**src/rtl/ata_pio_pkg.sv**
```systemverilog
package ata_pio_pkg;
  localparam int DEV_W   = 16;
  localparam int CPU_W   = 32;
  localparam int ADDR_W  = 8;
  localparam int SETUP_W = 4;
  localparam int ACT_W   = 8;
  localparam int REC_W   = 8;
  localparam int CNT_W   = 8;
  localparam int BUSY_W  = 4;
  localparam int SYNC_N  = 2;

  localparam logic [ADDR_W-1:0] OFS_CTRL  = 8'h00;
  localparam logic [ADDR_W-1:0] OFS_CFG   = 8'h04;
  localparam logic [ADDR_W-1:0] OFS_TIME  = 8'h08;
  localparam logic [ADDR_W-1:0] OFS_ISTAT = 8'h0C;
  localparam logic [ADDR_W-1:0] OFS_IMASK = 8'h10;
  localparam logic [ADDR_W-1:0] OFS_STAT  = 8'h14;
  localparam logic [ADDR_W-1:0] OFS_RDAT  = 8'h18;
  localparam logic [1:0]        WIN_PAGE  = 2'b01;
  localparam logic [3:0]        WIN_LAST  = 4'd8;
  localparam logic [2:0]        ALT_DA    = 3'd6;

  localparam int CFG_RDY_BIT  = 1;
  localparam int CFG_SWAP_BIT = 6;

  typedef enum logic [1:0] {PH_IDLE, PH_SETUP, PH_ACTIVE, PH_RECOVER} phase_t;

  typedef struct packed {
    logic             rd;
    logic             wide;
    logic             alt;
    logic [2:0]       da;
    logic [DEV_W-1:0] wd;
  } acc_t;
endpackage

```
**src/rtl/ata_pio_sync.sv**
```systemverilog
module ata_pio_sync #(
  parameter int W      = 1,
  parameter int STAGES = 2
) (
  input  logic         clk,
  input  logic         rst_n,
  input  logic [W-1:0] d,
  output logic [W-1:0] q
);
  logic [STAGES-1:0][W-1:0] chain_q;
  logic [STAGES-1:0][W-1:0] chain_d;

  always_comb begin
    chain_d[0] = d;
    for (int i = 1; i < STAGES; i++) chain_d[i] = chain_q[i-1];
  end

  always_ff @(posedge clk or negedge rst_n) begin
    if (!rst_n) chain_q <= '0;
    else        chain_q <= chain_d;
  end

  assign q = chain_q[STAGES-1];
endmodule

```
**src/rtl/ata_pio_regs.sv**
```systemverilog
module ata_pio_regs
  import ata_pio_pkg::*;
(
  input  logic                clk,
  input  logic                rst_n,
  input  logic                cpu_sel,
  input  logic                cpu_wr,
  input  logic [ADDR_W-1:0]   cpu_addr,
  input  logic [CPU_W-1:0]    cpu_wdata,
  output logic [CPU_W-1:0]    cpu_rdata,
  input  logic                intrq_s,
  input  logic                done,
  input  logic                cap_valid,
  input  logic [DEV_W-1:0]    cap_data,
  output logic                go,
  output acc_t                head,
  output logic [SETUP_W-1:0]  t_setup,
  output logic [ACT_W-1:0]    t_act,
  output logic [REC_W-1:0]    t_rec,
  output logic                rdy_en,
  output logic                swap_en,
  output logic                en,
  output logic [BUSY_W-1:0]   busy_cnt,
  output logic                irq
);
  localparam int TIME_W = SETUP_W + ACT_W + REC_W;

  logic               en_q, en_d, rdy_q, rdy_d, swap_q, swap_d;
  logic [TIME_W-1:0]  time_q, time_d;
  logic               istat_q, istat_d, imask_q, imask_d, intrq_prev_q;
  logic [DEV_W-1:0]   rdat_q, rdat_d;
  logic               hv_q, hv_d, pv_q, pv_d;
  acc_t               head_q, head_d, pend_q, pend_d, incoming;
  logic               win_hit, accept, rise;
  logic [3:0]         win_idx;
  logic               unused_wdata_hi;

  assign unused_wdata_hi = ^cpu_wdata[CPU_W-1:TIME_W];
  assign win_idx = cpu_addr[5:2];
  assign win_hit = (cpu_addr[7:6] == WIN_PAGE) && (win_idx <= WIN_LAST) &&
                   (cpu_addr[1:0] == 2'b00);
  assign accept  = cpu_sel && win_hit;
  assign rise    = intrq_s && !intrq_prev_q;

  always_comb begin
    incoming.rd   = !cpu_wr;
    incoming.wide = (win_idx == 4'd0);
    incoming.alt  = (win_idx == WIN_LAST);
    incoming.da   = incoming.alt ? ALT_DA : win_idx[2:0];
    incoming.wd   = incoming.wide ? cpu_wdata[DEV_W-1:0]
                                  : {{(DEV_W-8){1'b0}}, cpu_wdata[7:0]};
  end

  always_comb begin
    en_d    = en_q;
    rdy_d   = rdy_q;
    swap_d  = swap_q;
    time_d  = time_q;
    imask_d = imask_q;
    istat_d = istat_q | rise;
    rdat_d  = rdat_q;
    hv_d    = hv_q;
    head_d  = head_q;
    pv_d    = pv_q;
    pend_d  = pend_q;
    if (cpu_sel && cpu_wr) begin
      case (cpu_addr)
        OFS_CTRL:  en_d = cpu_wdata[0];
        OFS_CFG: begin
          rdy_d  = cpu_wdata[CFG_RDY_BIT];
          swap_d = cpu_wdata[CFG_SWAP_BIT];
        end
        OFS_TIME:  time_d  = cpu_wdata[TIME_W-1:0];
        OFS_ISTAT: istat_d = (istat_q && !cpu_wdata[0]) || rise;
        OFS_IMASK: imask_d = cpu_wdata[0];
        default: ;
      endcase
    end
    if (cap_valid) rdat_d = cap_data;
    if (done) begin
      hv_d   = pv_q;
      head_d = pend_q;
      pv_d   = 1'b0;
    end
    if (accept) begin
      if (!hv_d) begin
        hv_d   = 1'b1;
        head_d = incoming;
      end else if (!pv_d) begin
        pv_d   = 1'b1;
        pend_d = incoming;
      end
    end
  end

  always_ff @(posedge clk or negedge rst_n) begin
    if (!rst_n) begin
      en_q         <= 1'b0;
      rdy_q        <= 1'b0;
      swap_q       <= 1'b0;
      time_q       <= '0;
      istat_q      <= 1'b0;
      imask_q      <= 1'b0;
      intrq_prev_q <= 1'b0;
      rdat_q       <= '0;
      hv_q         <= 1'b0;
      head_q       <= '0;
      pv_q         <= 1'b0;
      pend_q       <= '0;
    end else begin
      en_q         <= en_d;
      rdy_q        <= rdy_d;
      swap_q       <= swap_d;
      time_q       <= time_d;
      istat_q      <= istat_d;
      imask_q      <= imask_d;
      intrq_prev_q <= intrq_s;
      rdat_q       <= rdat_d;
      hv_q         <= hv_d;
      head_q       <= head_d;
      pv_q         <= pv_d;
      pend_q       <= pend_d;
    end
  end

  assign busy_cnt = BUSY_W'(hv_q) + BUSY_W'(pv_q);

  always_comb begin
    cpu_rdata = '0;
    if (cpu_sel && !cpu_wr) begin
      case (cpu_addr)
        OFS_CTRL:  cpu_rdata[0] = en_q;
        OFS_CFG: begin
          cpu_rdata[CFG_RDY_BIT]  = rdy_q;
          cpu_rdata[CFG_SWAP_BIT] = swap_q;
        end
        OFS_TIME:  cpu_rdata[TIME_W-1:0] = time_q;
        OFS_ISTAT: cpu_rdata[0] = istat_q;
        OFS_IMASK: cpu_rdata[0] = imask_q;
        OFS_STAT:  cpu_rdata[CPU_W-1:CPU_W-BUSY_W] = busy_cnt;
        OFS_RDAT:  cpu_rdata[DEV_W-1:0] = rdat_q;
        default: ;
      endcase
    end
  end

  assign go      = hv_q && en_q;
  assign head    = head_q;
  assign t_setup = time_q[SETUP_W-1:0];
  assign t_act   = time_q[SETUP_W +: ACT_W];
  assign t_rec   = time_q[SETUP_W+ACT_W +: REC_W];
  assign rdy_en  = rdy_q;
  assign swap_en = swap_q;
  assign en      = en_q;
  assign irq     = istat_q && imask_q;
endmodule

```
**src/rtl/ata_pio_engine.sv**
```systemverilog
module ata_pio_engine
  import ata_pio_pkg::*;
(
  input  logic               clk,
  input  logic               rst_n,
  input  logic               go,
  input  acc_t               head,
  input  logic [SETUP_W-1:0] t_setup,
  input  logic [ACT_W-1:0]   t_act,
  input  logic [REC_W-1:0]   t_rec,
  input  logic               rdy_en,
  input  logic               swap_en,
  input  logic               iordy_s,
  input  logic [DEV_W-1:0]   dd_i,
  output logic               done,
  output logic               cap_valid,
  output logic [DEV_W-1:0]   cap_data,
  output logic               cs0_n,
  output logic               cs1_n,
  output logic [2:0]         da,
  output logic               dior_n,
  output logic               diow_n,
  output logic [DEV_W-1:0]   dd_o,
  output logic               dd_oe
);
  localparam int HALF = DEV_W / 2;

  phase_t             ph_q, ph_d;
  logic [CNT_W-1:0]   cnt_q, cnt_d;
  acc_t               cur_q, cur_d;
  logic [ACT_W-1:0]   act_q, act_d;
  logic [REC_W-1:0]   rec_q, rec_d;
  logic               rdy_q, rdy_d, swap_q, swap_d;
  logic               ready, on_bus;
  logic [DEV_W-1:0]   out_word, in_word;

  function automatic logic [CNT_W-1:0] load(input logic [CNT_W-1:0] t);
    return (t == '0) ? '0 : t - 1'b1;
  endfunction

  assign ready = !rdy_q || iordy_s;

  always_comb begin
    ph_d   = ph_q;
    cnt_d  = cnt_q;
    cur_d  = cur_q;
    act_d  = act_q;
    rec_d  = rec_q;
    rdy_d  = rdy_q;
    swap_d = swap_q;
    case (ph_q)
      PH_IDLE: if (go) begin
        ph_d   = PH_SETUP;
        cnt_d  = load(CNT_W'(t_setup));
        cur_d  = head;
        act_d  = t_act;
        rec_d  = t_rec;
        rdy_d  = rdy_en;
        swap_d = swap_en;
      end
      PH_SETUP: begin
        if (cnt_q == '0) begin
          ph_d  = PH_ACTIVE;
          cnt_d = load(CNT_W'(act_q));
        end else cnt_d = cnt_q - 1'b1;
      end
      PH_ACTIVE: begin
        if (cnt_q != '0) cnt_d = cnt_q - 1'b1;
        else if (ready) begin
          ph_d  = PH_RECOVER;
          cnt_d = load(CNT_W'(rec_q));
        end
      end
      default: begin
        if (cnt_q == '0) ph_d = PH_IDLE;
        else cnt_d = cnt_q - 1'b1;
      end
    endcase
  end

  always_ff @(posedge clk or negedge rst_n) begin
    if (!rst_n) begin
      ph_q   <= PH_IDLE;
      cnt_q  <= '0;
      cur_q  <= '0;
      act_q  <= '0;
      rec_q  <= '0;
      rdy_q  <= 1'b0;
      swap_q <= 1'b0;
    end else begin
      ph_q   <= ph_d;
      cnt_q  <= cnt_d;
      cur_q  <= cur_d;
      act_q  <= act_d;
      rec_q  <= rec_d;
      rdy_q  <= rdy_d;
      swap_q <= swap_d;
    end
  end

  assign on_bus   = (ph_q == PH_SETUP) || (ph_q == PH_ACTIVE);
  assign out_word = (cur_q.wide && swap_q) ? {cur_q.wd[HALF-1:0], cur_q.wd[DEV_W-1:HALF]}
                                           : cur_q.wd;
  assign in_word  = !cur_q.wide ? {{HALF{1'b0}}, dd_i[HALF-1:0]} :
                    swap_q ? {dd_i[HALF-1:0], dd_i[DEV_W-1:HALF]} : dd_i;

  assign cs0_n     = !(on_bus && !cur_q.alt);
  assign cs1_n     = !(on_bus && cur_q.alt);
  assign da        = on_bus ? cur_q.da : 3'd0;
  assign dior_n    = !((ph_q == PH_ACTIVE) && cur_q.rd);
  assign diow_n    = !((ph_q == PH_ACTIVE) && !cur_q.rd);
  assign dd_oe     = on_bus && !cur_q.rd;
  assign dd_o      = dd_oe ? out_word : '0;
  assign cap_valid = (ph_q == PH_ACTIVE) && (cnt_q == '0) && ready && cur_q.rd;
  assign cap_data  = in_word;
  assign done      = (ph_q == PH_RECOVER) && (cnt_q == '0);
endmodule

```
**src/rtl/ata_pio_host.sv**
```systemverilog
module ata_pio_host
  import ata_pio_pkg::*;
(
  input  logic              clk,
  input  logic              rst_n,
  input  logic              cpu_sel,
  input  logic              cpu_wr,
  input  logic [ADDR_W-1:0] cpu_addr,
  input  logic [CPU_W-1:0]  cpu_wdata,
  output logic [CPU_W-1:0]  cpu_rdata,
  output logic              irq,
  output logic              ata_cs0_n,
  output logic              ata_cs1_n,
  output logic [2:0]        ata_da,
  output logic              ata_dior_n,
  output logic              ata_diow_n,
  output logic [DEV_W-1:0]  ata_dd_o,
  output logic              ata_dd_oe,
  input  logic [DEV_W-1:0]  ata_dd_i,
  input  logic              ata_iordy,
  input  logic              ata_intrq
);
  logic [1:0]         rst_pipe_q;
  logic               rst_i_n;
  logic [1:0]         sync_q;
  logic               go, done, cap_valid, rdy_en, swap_en, ctrl_en;
  logic [DEV_W-1:0]   cap_data;
  acc_t               head;
  logic [SETUP_W-1:0] t_setup;
  logic [ACT_W-1:0]   t_act;
  logic [REC_W-1:0]   t_rec;
  logic [BUSY_W-1:0]  busy_cnt;

  always_ff @(posedge clk or negedge rst_n) begin
    if (!rst_n) rst_pipe_q <= 2'b00;
    else        rst_pipe_q <= {rst_pipe_q[0], 1'b1};
  end
  assign rst_i_n = rst_pipe_q[1];

  ata_pio_sync #(.W(2), .STAGES(SYNC_N)) u_sync (
    .clk(clk), .rst_n(rst_i_n), .d({ata_iordy, ata_intrq}), .q(sync_q)
  );

  ata_pio_regs u_regs (
    .clk(clk), .rst_n(rst_i_n),
    .cpu_sel(cpu_sel), .cpu_wr(cpu_wr), .cpu_addr(cpu_addr),
    .cpu_wdata(cpu_wdata), .cpu_rdata(cpu_rdata),
    .intrq_s(sync_q[0]), .done(done), .cap_valid(cap_valid), .cap_data(cap_data),
    .go(go), .head(head), .t_setup(t_setup), .t_act(t_act), .t_rec(t_rec),
    .rdy_en(rdy_en), .swap_en(swap_en), .en(ctrl_en), .busy_cnt(busy_cnt), .irq(irq)
  );

  ata_pio_engine u_eng (
    .clk(clk), .rst_n(rst_i_n), .go(go), .head(head),
    .t_setup(t_setup), .t_act(t_act), .t_rec(t_rec),
    .rdy_en(rdy_en), .swap_en(swap_en), .iordy_s(sync_q[1]), .dd_i(ata_dd_i),
    .done(done), .cap_valid(cap_valid), .cap_data(cap_data),
    .cs0_n(ata_cs0_n), .cs1_n(ata_cs1_n), .da(ata_da),
    .dior_n(ata_dior_n), .diow_n(ata_diow_n), .dd_o(ata_dd_o), .dd_oe(ata_dd_oe)
  );
endmodule

```
**config.mk**
```make
export PLATFORM = sky130hd
export DESIGN_NAME = ata_pio_host
export DESIGN_NICKNAME = d
export VERILOG_FILES = /design/src/rtl/ata_pio_pkg.sv /design/src/rtl/ata_pio_sync.sv /design/src/rtl/ata_pio_regs.sv /design/src/rtl/ata_pio_engine.sv /design/src/rtl/ata_pio_host.sv
export SDC_FILE = /design/constraint.sdc
export NUM_CORES = 1
export LEC_CHECK = 0
export BUFFER_PORTS_ARGS = -buffer_cell sky130_fd_sc_hd__buf_4
export CAP_MARGIN = 10
export CELL_PAD_IN_SITES_DETAIL_PLACEMENT = 1
export CELL_PAD_IN_SITES_GLOBAL_PLACEMENT = 1
export CORE_MARGIN = 10
export CORE_UTILIZATION = 45
export CTS_CLUSTER_DIAMETER = 50
export DETAILED_ROUTE_END_ITERATION = 7
export GPL_TIMING_DRIVEN = 0
export PLACE_DENSITY_LB_ADDON = 0.12
export RECOVER_POWER = 50
export SLEW_MARGIN = 10
export SYNTH_ARGS = -nofsm -noshare
export SYNTH_HDL_FRONTEND = slang
export SYNTH_SLANG_ARGS = --single-unit
```
**constraint.sdc**
```tcl
create_clock -name clk -period 10.3 [get_ports clk]
set_input_delay 1.03 -clock clk [delete_from_list [all_inputs] [get_ports clk]]
set_output_delay 1.03 -clock clk [all_outputs]
set_load 0.005 [all_outputs]
```
# --- Yosys cells after proc, flatten, opt, wreduce, memory -nomap -nowiden ---
# Cells that the tools add are included.
# W data, S select, Z words.
word_totals:
  regBits: 144
  input_bits: 62
  out_inout_bits: 57
  word_cells: 150
classes:
  n_addsub: 5
  n_lt_le_gt_ge: 1
  n_eq_ne: 17
  muxes: 41
  bitwise: 2
  reduce_logical: 50
op_table:
  columns: ["op", "n"]
  rows:
  - ["$mux W16", 5]
  - ["$mux W22", 3]
  - ["$mux W8", 8]
  - ["$logic_not A8 Y1", 4]
  - ["$eq A8 B5 Y1 const B", 3]
  - ["$pmux W8 S3", 1]
  - ["$sub A8 B1 Y8 const B", 3]
  - ["$mux W20", 1]
  - ["$logic_and A1 B1 Y1", 19]
  - ["$pmux W9 S2", 1]
  - ["$eq A8 B4 Y1 const B", 2]
  - ["$mux W4", 3]
  - ["$logic_not A1 Y1", 10]
  - ["$mux W2", 5]
  - ["$reduce_and A2 Y1", 5]
  - ["$eq A8 B3 Y1 const B", 1]
  - ["$logic_not A4 Y1", 2]
  - ["$pmux W4 S2", 1]
  - ["$reduce_bool A8 Y1", 1]
  - ["$mux W1", 7]
  - ["$mux W3", 2]
  - ["$pmux W1 S3", 2]
  - ["$pmux W2 S3", 1]
  - ["$reduce_and A3 Y1", 2]
  - ["17 further kinds", 24]

# --- Depth between registers and ports, before layout ---
# Gate-level depths: netlist (run 1).
depth:
  ltp_word: 5
  depth_mapped: 9
  ltp_nobuf: 7

# --- By module ---
# A second synthesis (run 1) with hierarchy kept.
unflattened:
  cells_unflattened: 694
  area_unflattened_um2: 7648.6
modules_own_cells:
  columns: ["mod", "n_inst", "cells_per_inst", "area_per_inst_um2", "seq_area_each_um2"]
  rows:
  - ["ata_pio_regs", 1, 334, 4246.6, 2202.1]
  - ["ata_pio_engine", 1, 353, 3248.1, 1251.2]
  - ["ata_pio_sync", 1, 4, 100.1, 100.1]
  - ["ata_pio_host", 1, 3, 53.8, 50.0]

# --- Worst setup path after synthesis (run 1) ---
# No wires, ideal clock.
synth_path:
  path_type: "input -> output"
  start: "input port cpu_addr[5]"
  end: "output port cpu_rdata[10]"
  arrival_time_ps: 2563
  required_time_ps: 9270
  slack_ps: 6707
  stages: 6
  n_path_buf: 2
  path_cell_list: "or3_1 -> clkbuf_1 -> nor3_1 -> clkbuf_1 -> a22oi_1 -> nor2_1"
synth_between:
  elab_chain_cells: 3
  elab_cells_between_ends: 4
  cone_classes: "eq/ne (2); mux (2)"
synth_lines:
  columns: ["item", "line", "text"]
  rows:
  - ["start, declared", "ata_pio_host.sv:8", "input logic [ADDR_W-1:0] cpu_addr,"]
  - ["$eq A8 B5 Y1 or $eq A8 B4 Y1 (tied branches)", "ata_pio_regs.sv:131", "case (cpu_addr)"]
  - ["$pmux W9 S2 *", "ata_pio_regs.sv:131", null]
  - ["$mux W20 *", "ata_pio_regs.sv:130", "if (cpu_sel && !cpu_wr) begin"]
  - ["end, declared", "ata_pio_host.sv:10", "output logic [CPU_W-1:0] cpu_rdata,"]
# Every way passes the cells marked *; elsewhere a longest branch is shown, timed or not.

# --- Worst setup path after layout (run 1) ---
# Ends and elaborated chain as after synthesis.

==> results.cfg, run 1 <==
[synth]
synth-seq-cells = 144
synth_warnings = 0
postSynthCellCount = 733
postSynthAreaPerCell_um2 = 10.1
synthDistinctLibCells = 54
synth-edff-count = 0
dominantRegCellSynth = dfrtp_1
seq_area_frac_synth_pct = 48.5
async_reset_ff_share_pct = 100
mappedNetlistArea_um2 = 7440

[cells_and_area]
nFillCells = 1807
drive_above_1_share_pct = 26.8
mostFrequentLayoutCell = dfrtp_1
area_used_by_sequential_logic_in_the_layout_um2 = 3600
syn2layout_area_growth_pct = 22.2
layout.nets = 933
layout_common_cells = dfrtp_1 (144), nand2_1 (111), buf_4 (101)
post_layout_nonfiller_instances = 1088
n_antenna_cell = 0
multiInputGateArea_um2 = 3550

[clock_tree]
cts.reportedPaths.clkPinSlew_ns = 0.06
cts_hold_buffers = 0
cts_tree = built
clockBufferDepth = 2
cts_sinks = 144
cts-buffers-inserted = 17
postCtsResizedCells = 0
worst_skew_pair.late_latency_ns = 0.43
clk_root_buffer_cell = clkbuf_16
post-cts-setup-buffer-count = 0
htreeDepth = 4

[sta]
grt_setup_unrepaired = no
final_min_period_over_clock_period_pct = 44.2
worst_slew_margin_rel_pct = -137
clock-skew-final_ns = 0.00810
report.final.slew_viol_count = 62
timing.final.crit_period_ns = 4.55
max_freq_ghz = 0.220
hold_viol = 0
worstMarginPinSlew_ns = 3.56
final-setup-viol-count = 0
setup-tns-final_ns = 0

[floorplan]
starting_utilization_of_the_core_area_pct = 46.3
die_x_um = 149
die_height_um = 149
die-area_um2 = 22100
io-pin-count = 119
number_of_rows_created_at_floorplan = 46
core_area_um2 = 16100

[worst_setup_path]
critical_path.endpoint_type = output port
worstPathRequired_ns = 9.27
path_cells = clkbuf_1, or3_1, clkbuf_1, nor3_1, clkbuf_1, a22oi_1, nor2_1, buf_4
cpMaxStageDelayCell = nor3_1
cp_top_family = simple AND/OR/NAND/NOR gates
worst-setup-path-type = in2out
startpoint_type = input port
crit_top_cell = clkbuf_1
cp_max_fo = 10
critPathMaxStageDelay_ns = 0.81
timing.critical_path.arrival_ns = 3.52
crit_buf_inv = 4

[global_route]
initial_antenna_violation_count = 0
first_pass_grt_wire_length_mm = 37.4
globalRoute.totalOverflow = 0
pin_count_of_the_biggest_net_entering_global_routing = 63
grt.total_usage_pct = 21.6
vias_in_the_first_global_route = 6729

[routing]
via_cell_ratio = 5.65
detail_route_antenna_nets = 0
drt-pass1-iter-count = 4
wl_per_cell_um = 21.8
wirelength_mm = 23.7
num_vias = 6148
total_drc_errors_in_the_routed_layout = 0
first_iter_violations = 337

[power]
p_leak_nw = 4.40
irDropWorstVdd_v = 0.000111
p_per_cell_area_nw_per_um2 = 150

[outcome]
outcome = finished, violations left
failed_checks = max-capacitance violations, max-slew violations

[placed_design]
numPortBuffers = 95
dp.final_hpwl_mm = 17.8
gpl.final_weighted_congestion = 0.920
post-place-cells = 1056

[min_path]
holdCritPathClass = reg2reg

[run]
cap_violations = 1
[worst paths after layout]
| check | from | to | slack [ns] | cells past startpoint |
|---|---|---|---|---|
| worst max register to register | rst_pipe_q[1]$_DFF_PN0_ | u_regs.pend_q[14]$_DFFE_PN0P_ | 5.96 | 1 |
| max in group asynchronous | rst_pipe_q[1]$_DFF_PN0_ | u_regs.pend_q[14]$_DFFE_PN0P_ | 5.96 | 1 |
| worst max-delay path | cpu_addr[5] | cpu_rdata[10] | 5.75 | 8 |
| min in group asynchronous | rst_n | rst_pipe_q[1]$_DFF_PN0_ | 0.37 | 1 |
| worst min-delay path | u_sync.chain_d[3]$_DFF_PN0_ | u_sync.q[1]$_DFF_PN0_ | 0.35 | 0 |
| worst min register to register | u_sync.chain_d[3]$_DFF_PN0_ | u_sync.q[1]$_DFF_PN0_ | 0.35 | 0 |
[through the flow]
stage	utilization (%)	hold slack, ns	worst slack (ns)	total power, W	instance area (µm²)
2_1_floorplan	-	0.331	5.99	0.000680	7470
5_1_grt	56.6	0.356	5.16	0.00142	9090
3_3_place_gp	52.6	0.339	4.51	0.000715	8450
6_report	56.6	0.354	5.75	0.00137	9090
3_5_place_dp	53.1	0.254	5.84	0.000727	8530
4_1_cts	56.9	0.263	5.80	0.00138	9140
[state kept, by name (all words and copies together), names as in the netlist, 8 cells and up]
register       flops
u_eng.act_q        8
u_eng.cnt_q        8
u_eng.cur_q       22
u_eng.rec_q        8
u_regs.head       22
u_regs.pend_q     22
u_regs.rdat_q     16
u_regs.time_q     20
[synthesized netlist by cell type (12+ instances only)]
| cell | count | share of area [%] |
|---|---|---|
| a21oi_1 | 51 | 3.4 |
| a22oi_1 | 15 | 1.5 |
| clkbuf_1 | 34 | 1.7 |
| dfrtp_1 | 144 | 48 |
| ha_1 | 12 | 2.0 |
| inv_1 | 16 | 0.81 |
| mux2_2 | 81 | 12 |
| mux2i_1 | 28 | 3.8 |
| nand2_1 | 111 | 5.6 |
| nand3_1 | 20 | 1.3 |
| nor2_1 | 45 | 2.3 |
| nor3_1 | 17 | 1.1 |
| o21ai_0 | 31 | 2.1 |
[per-layer routing]
metal / global-route usage (%) / wire length, µm / up-vias
met4: 6.14 / 350 / 0
met3: 4.70 / 1210 / 28
li1: - / - / 2828
met1: 28.4 / 10900 / 3125
met2: 34.9 / 11200 / 167
met5: 0 / 0 / -
[cell type report]
type / instances / share of cell area (%)
plain buffers: 51 / 2.70
clock buffers: 19 / 4.87
clock inverters: 13 / 1.93
inverters: 16 / 0.661
multi-input cells: 531 / 39.1
flip-flops and latches: 144 / 39.7
well taps: 216 / 2.97
repair buffers: 98 / 8.15
[kinds of logic (layout without fill, tap and decap cells)]
group / Yosys count / in the layout / share of synthesized area (%)
AND/OR/NAND/NOR: 247 / 247 / 15.6
buffers and inverters: 67 / 197 / 4.11
adder cells (fa/ha/maj): 12 / 12 / 2.02
other: 2 / 11 / 0.101
XOR/XNOR: 5 / 5 / 0.589
multiplexers: 115 / 115 / 17.2
AO/OA/AOI/OAI: 141 / 141 / 11.9
flip-flops: 144 / 144 / 48.5
[where the power goes]
group           total, W  switching [W]  leakage (nW)  internal [W]
clock network   0.000650       0.000256         0.301      0.000393
registers       0.000624      0.0000252          1.87      0.000599
logic          0.0000931      0.0000478          2.23     0.0000453
total            0.00137       0.000329          4.40       0.00104
Power figures use the tool's default switching activity.
==> run 2, diff against run 1 <==
Settings changed: CORE_UTILIZATION 45 to 40.
Clock period 10.3 ns to 4.16 ns, I/O delays scaled along.
==> run 2 against run 1 <==
Effect of this change: the flow still finishes with violations (max-capacitance violations, max-slew violations); clock skew rose by 0.0027 ns; critical endpoint is now cpu_rdata[11]; largest power group unchanged; setup slack got worse by 5.0 ns; first-iteration DRC count rose by 20%; combinational power rose by 140%; critical path type unchanged; utilization down 6.3 points; die area increased by 11%; cell area rose by 0.34%; clock power rose by 140%; critical path depth stayed put.
==> results.cfg, run 2 (synthesized netlist as in run 1, its figures left out) <==
[outcome]
outcome = finished, violations left
failed_checks = max-capacitance violations, max-slew violations

[placed_design]
gpl.final_weighted_congestion = 0.918
post-place-cells = 1069
numPortBuffers = 95
dp_worst_setup_slack_ns = 0.844
dp.final_hpwl_mm = 18.1

[clock_tree]
htreeDepth = 4
clockBufferDepth = 2
post-cts-setup-buffer-count = 0
cts-buffers-inserted = 17
worst_skew_pair.late_latency_ns = 0.42
cts_sinks = 144
cts_tree = built
cts.reportedPaths.clkPinSlew_ns = 0.06
postCtsResizedCells = 0
clk_root_buffer_cell = clkbuf_16

[min_path]
worst_hold_startpoint = ata_intrq
timing.hold.worst_path_depth = 1
holdCritPathClass = in2reg

[worst_setup_path]
critical_path_capture_point = cpu_rdata[11]
timing.critical_path.arrival_ns = 3.01
r2r_start = u_eng.cnt_q[0]$_DFFE_PN0P_
critical_path.endpoint_type = output port
worst-setup-path-type = in2out
rr_endpoint = u_regs.rdat_q[13]$_DFFE_PN0P_
worstPathRequired_ns = 3.74
crit_path_launch = cpu_addr[5]
cp_max_fo = 10
reg2reg_setup_slack_ns = 1.01
startpoint_type = input port
worst-r2r-cell-count = 8

[sta]
worstMarginPinSlew_ns = 1.66
grt_setup_unrepaired = no
max_freq_ghz = 0.292
setup-tns-final_ns = 0
clock-skew-final_ns = 0.0108
whs_ns = 0.121
worst_slew_margin_rel_pct = -10.7
final-setup-viol-count = 0
final_min_period_over_clock_period_pct = 82.3
timing.final.crit_period_ns = 3.42
crit_path_setup_slack_layout_ns = 0.737
hold_viol = 0
report.final.slew_viol_count = 68

[routing]
first_iter_violations = 403
wirelength_mm = 23.5
num_vias = 6091
wl_per_cell_um = 21.3
detail_route_antenna_nets = 0
via_cell_ratio = 5.53
total_drc_errors_in_the_routed_layout = 0
drt-pass1-iter-count = 4

[cells_and_area]
n_antenna_cell = 0
layout_common_cells = dfrtp_1 (144), nand2_1 (111), buf_4 (99)
post_route_utilization_pct = 50.2
drive_above_1_share_pct = 26.8
layout.nets = 934
mostFrequentLayoutCell = dfrtp_1
syn2layout_area_growth_pct = 22.6
post_layout_nonfiller_instances = 1102

[run]
cap_violations = 1

[power]
p_leak_nw = 4.39
irDropWorstVdd_v = 0.000260
p_per_cell_area_nw_per_um2 = 369

[global_route]
grt.total_usage_pct = 19.6
globalRoute.totalOverflow = 0
vias_in_the_first_global_route = 6589
pin_count_of_the_biggest_net_entering_global_routing = 68
initial_antenna_violation_count = 0
first_pass_grt_wire_length_mm = 37.4

[floorplan]
io-pin-count = 119
die_height_um = 156
core_area_um2 = 18100
die-area_um2 = 24400
number_of_rows_created_at_floorplan = 49
starting_utilization_of_the_core_area_pct = 41.0
die_x_um = 156
==> run 2: cell types whose count changed in the layout (fill, tap and decap cells not counted), sizes merged <==
cell / change
buf: +1
clkbuf: -1
clkinv: -2
clkinvlp: +2
dlygate4sd3: +1
==> run 2: repair_timing <==
action / 4_1_cts / 5_1_grt
endpoints found under the hold margin: 2 / 0
setup endpoints to repair: 0 / 0
hold buffers: 1 / 0
==> run 2: layout make-up <==
class | count | area [µm²]
inverter | 16 | 60.1
tap | 229 | 287
sequential | 144 | 3600
clock inverter | 13 | 174
multi-input combinational | 531 | 3570
clock buffer | 19 | 433
buffer | 51 | 245
fill | 2052 | 9030
timing repair buffer | 99 | 748
==> run 2: worst max-delay path, stage by stage <==
cell	delay (ns)
clkbuf_1	0.17
or3_1	0.40
clkbuf_1	0.17
nor3_1	0.91
clkbuf_1	0.44
a22oi_1	0.18
nor2_1	0.18
buf_4	0.14
==> run 2: per-layer routing <==
layer	vias up	global-route usage (%)	wire length (µm)
met1	3121	25.8	10700
met3	23	4.93	1300
met2	120	31.0	11100
met5	-	0	0
li1	2827	-	-
met4	0	6.29	405
==> run 2: worst min path at each step <==
| stage | endpoint | slack (ns) |
|---|---|---|
| 2_1_floorplan | rst_pipe_q[0]$_DFF_PN0_ | 0.12 |
| 3_3_place_gp | rst_pipe_q[0]$_DFF_PN0_ | 0.20 |
| 3_5_place_dp | rst_pipe_q[0]$_DFF_PN0_ | 0.20 |
| 4_1_cts | u_sync.chain_d[2]$_DFF_PN0_ | 0.08 |
| 5_1_grt | u_sync.chain_d[3]$_DFF_PN0_ | 0.1 |
| 6_report | u_sync.chain_d[2]$_DFF_PN0_ | 0.12 |
==> run 2: metrics by stage <==
stage,total power [W],area [µm²]
final,0.00337,9120
after global routing,0.00351,9120
after CTS,0.00340,9160
after detailed placement,0.00180,8540
after global placement,0.00177,8470
after floorplan,0.00168,7470
==> run 2: power by group <==
part | total (W) | switching (W) | leakage, nW | internal (W)
sequential | 0.00154 | 0.0000608 | 1.87 | 0.00148
combinational | 0.000228 | 0.000116 | 2.24 | 0.000112
clock | 0.00159 | 0.000637 | 0.286 | 0.000956
==> run 3, diff against run 2 <==
Settings changed: ABC_AREA set to 1, CORE_UTILIZATION 40 to 42.
Clock period 4.16 ns to 3.5 ns, I/O delays scaled along.
==> run 3 against run 2 <==
Effect of this change: the flow still finishes with violations (max-capacitance violations, max-slew violations); synthesized area up 3.2%; largest cell class unchanged; setup slack lost 0.26 ns; sequential power grew 53%; critical endpoint is now ata_dd_o[12]; sequential share of layout area down 0.92 points; highest routed layer unchanged; global-route usage is 1.3 points higher; utilization grew 1.7 points; clock skew increased by 0.00096 ns; power rose by 74%; largest power group is now sequential cells; via count rose by 13%.
==> results.cfg, run 3 <==
[outcome]
outcome = finished, violations left
failed_checks = max-capacitance violations, max-slew violations

[synth]
postSynthAreaPerCell_um2 = 7.92
synthMostInstantiatedCell = nand2_1
synthDistinctLibCells = 34
synth_top_area_share_pct = 47.0
async_reset_ff_share_pct = 100
ys_top_cells_by_area = dfrtp_1 (47%), nand2_1 (12%), nor2_1 (6.0%), inv_1 (4.8%), nand3_1 (4.1%)
netlist.top_cell.by_area = dfrtp_1
synth.cells.most_frequent = nand2_1 (255), dfrtp_1 (144), nor2_1 (122)
postSynthCellCount = 968
synth-edff-count = 0
seq_area_frac_synth_pct = 47.0
dominantRegCellSynth = dfrtp_1
synth_warnings = 0
synth-seq-cells = 144
mappedNetlistArea_um2 = 7670

[global_route]
pin_count_of_the_biggest_net_entering_global_routing = 45
grt.total_usage_pct = 21.0
initial_antenna_violation_count = 0
globalRoute.totalOverflow = 0
vias_in_the_first_global_route = 7372
first_pass_grt_wire_length_mm = 40.0

[worst_setup_path]
timing.critical_path.arrival_ns = 2.67
worst-r2r-cell-count = 1
r2r_start = rst_pipe_q[1]$_DFF_PN0_
critical_path.endpoint_type = output port
cpMaxStageDelayCell = ha_1
rr_endpoint = u_eng.cur_q[10]$_DFFE_PN0P_
worst-setup-path-type = reg2out
critical_path_capture_point = ata_dd_o[12]
reg2reg_setup_slack_ns = 0.71
critPathMaxStageDelay_ns = 0.52
crit_path_launch = u_eng.ph_q[0]$_DFFE_PN0P_
worstPathRequired_ns = 3.15
startpoint_type = flop
crit_top_cell = inv_1
cp_max_fo = 10
path_cells = inv_1, ha_1, nand2_1, inv_1, clkbuf_1, o21ai_0, nor2_1, buf_4

[clock_tree]
clk_root_buffer_cell = clkbuf_16
postCtsResizedCells = 0
post-cts-setup-buffer-count = 0
cts.reportedPaths.clkPinSlew_ns = 0.07
cts_tree = built
cts_sinks = 144
clockBufferDepth = 2
htreeDepth = 4
cts-buffers-inserted = 17
worst_skew_pair.late_latency_ns = 0.44

[sta]
clock-skew-final_ns = 0.0117
final_min_period_over_clock_period_pct = 86.4
grt_setup_unrepaired = no
worstMarginPinSlew_ns = 1.57
worst_slew_margin_rel_pct = -5.00
setup-tns-final_ns = 0
final-setup-viol-count = 0
max_freq_ghz = 0.331
report.final.slew_viol_count = 36
hold_viol = 0
timing.final.crit_period_ns = 3.02

[floorplan]
die_height_um = 155
io-pin-count = 119
number_of_rows_created_at_floorplan = 49
starting_utilization_of_the_core_area_pct = 42.7
core_area_um2 = 18000
die_x_um = 155
die-area_um2 = 24100

[cells_and_area]
post_route_utilization_pct = 52.0
drive_above_1_share_pct = 16.9
layout.nets = 1171
post_layout_nonfiller_instances = 1339
layout_common_cells = nand2_1 (256), dfrtp_1 (144), nor2_1 (123)
nFillCells = 2246
n_antenna_cell = 0
mostFrequentLayoutCell = nand2_1
syn2layout_area_growth_pct = 21.7

[routing]
drt-pass1-iter-count = 4
total_drc_errors_in_the_routed_layout = 0
wl_per_cell_um = 18.6
detail_route_antenna_nets = 0
num_vias = 6873
wirelength_mm = 24.9
via_cell_ratio = 5.13
first_iter_violations = 301

[run]
cap_violations = 1

[placed_design]
gpl.final_weighted_congestion = 0.852
numPortBuffers = 96
dp.final_hpwl_mm = 18.7
post-place-cells = 1305

[min_path]
worst_hold_startpoint = ata_iordy
holdCritPathClass = in2reg

[power]
p_per_cell_area_nw_per_um2 = 627
irDropWorstVdd_v = 0.000384
p_leak_nw = 4.88
==> run 3: changes by cell type after synthesis, moves of 14 or more <==
cell,change
nand3_1,+43
mux2_2,-61
o21ai_0,+32
o21a_1,+19
nand2_1,+144
inv_1,+82
nor2_1,+77
clkbuf_1,-14
a22oi_1,-15
o21ai_1,+15
==> run 3: kinds of logic after synthesis <==
| kind of cell | synth area share [%] |
|---|---|
| and+or+nand+nor | 25.2 |
| AOI/OAI and AO/OA | 11.3 |
| buffers and inverters | 8.58 |
| DFF | 47.0 |
| muxes | 4.89 |
| adders and majority gates | 1.96 |
| xor gates and xnor gates | 1.03 |
| other | 0.0979 |
==> run 3: repair_timing <==
action / CTS / global route
hold endpoints to repair: 3 / 0
hold buffers: 2 / 0
endpoints found under the setup margin: 0 / 0
==> run 3: area by class of cell <==
class                      instances  area, µm²  area share, %
clock buffer                      17        425           4.56
tap                              229        287           3.07
timing repair buffer             101        767           8.22
clock inverter                    15        169           1.81
multi-input combinational        686       3420           36.7
buffer                            45        275           2.95
inverter                         102        383           4.10
sequential                       144       3600           38.6
==> run 3: metrics by stage <==
step,worst slack (ns),hold slack (ns),instance area [µm²],total power (W)
final,0.476,0.0450,9330,0.00585
after global routing,0.253,0.0376,9330,0.00626
after CTS,0.491,0.00975,9400,0.00593
after detailed placement,0.932,0.135,8780,0.00407
after global placement,0.0918,0.133,8710,0.00400
after floorplan,1.11,0.0544,7710,0.00349
==> run 3: how the worst min path moves through the flow <==
stage / to / depth (start not counted)
floorplan: rst_pipe_q[0]$_DFF_PN0_ / 0
detailed placement: rst_pipe_q[0]$_DFF_PN0_ / 1
global route: u_sync.chain_d[3]$_DFF_PN0_ / 1
global placement: rst_pipe_q[0]$_DFF_PN0_ / 1
finish: u_sync.chain_d[3]$_DFF_PN0_ / 1
CTS: u_sync.chain_d[3]$_DFF_PN0_ / 1
==> run 3: power by group <==
group / switching (W) / internal, W / total [W]
Sequential: 0.000307 / 0.00205 / 0.00236
Combinational: 0.00103 / 0.000631 / 0.00166
Clock: 0.000869 / 0.000961 / 0.00183
==> run 3: routing by layer <==
layer	share of wire [%]	track usage (%)	up-vias
met1	44	25.8	3410
li1	-	-	3338
met5	0	0	-
met2	51	36.4	90
met3	2.7	3.12	35
met4	2.3	7.38	0
==> run 3: worst max-delay path: cells and delay by family (launching register included) <==
kind,cells,cell delay (ns)
adder cells (fa/ha/maj),1,0.52
buffers and inverters,4,0.81
flip-flops,1,0.40
AO/OA/AOI/OAI,1,0.16
AND/OR/NAND/NOR,2,0.35
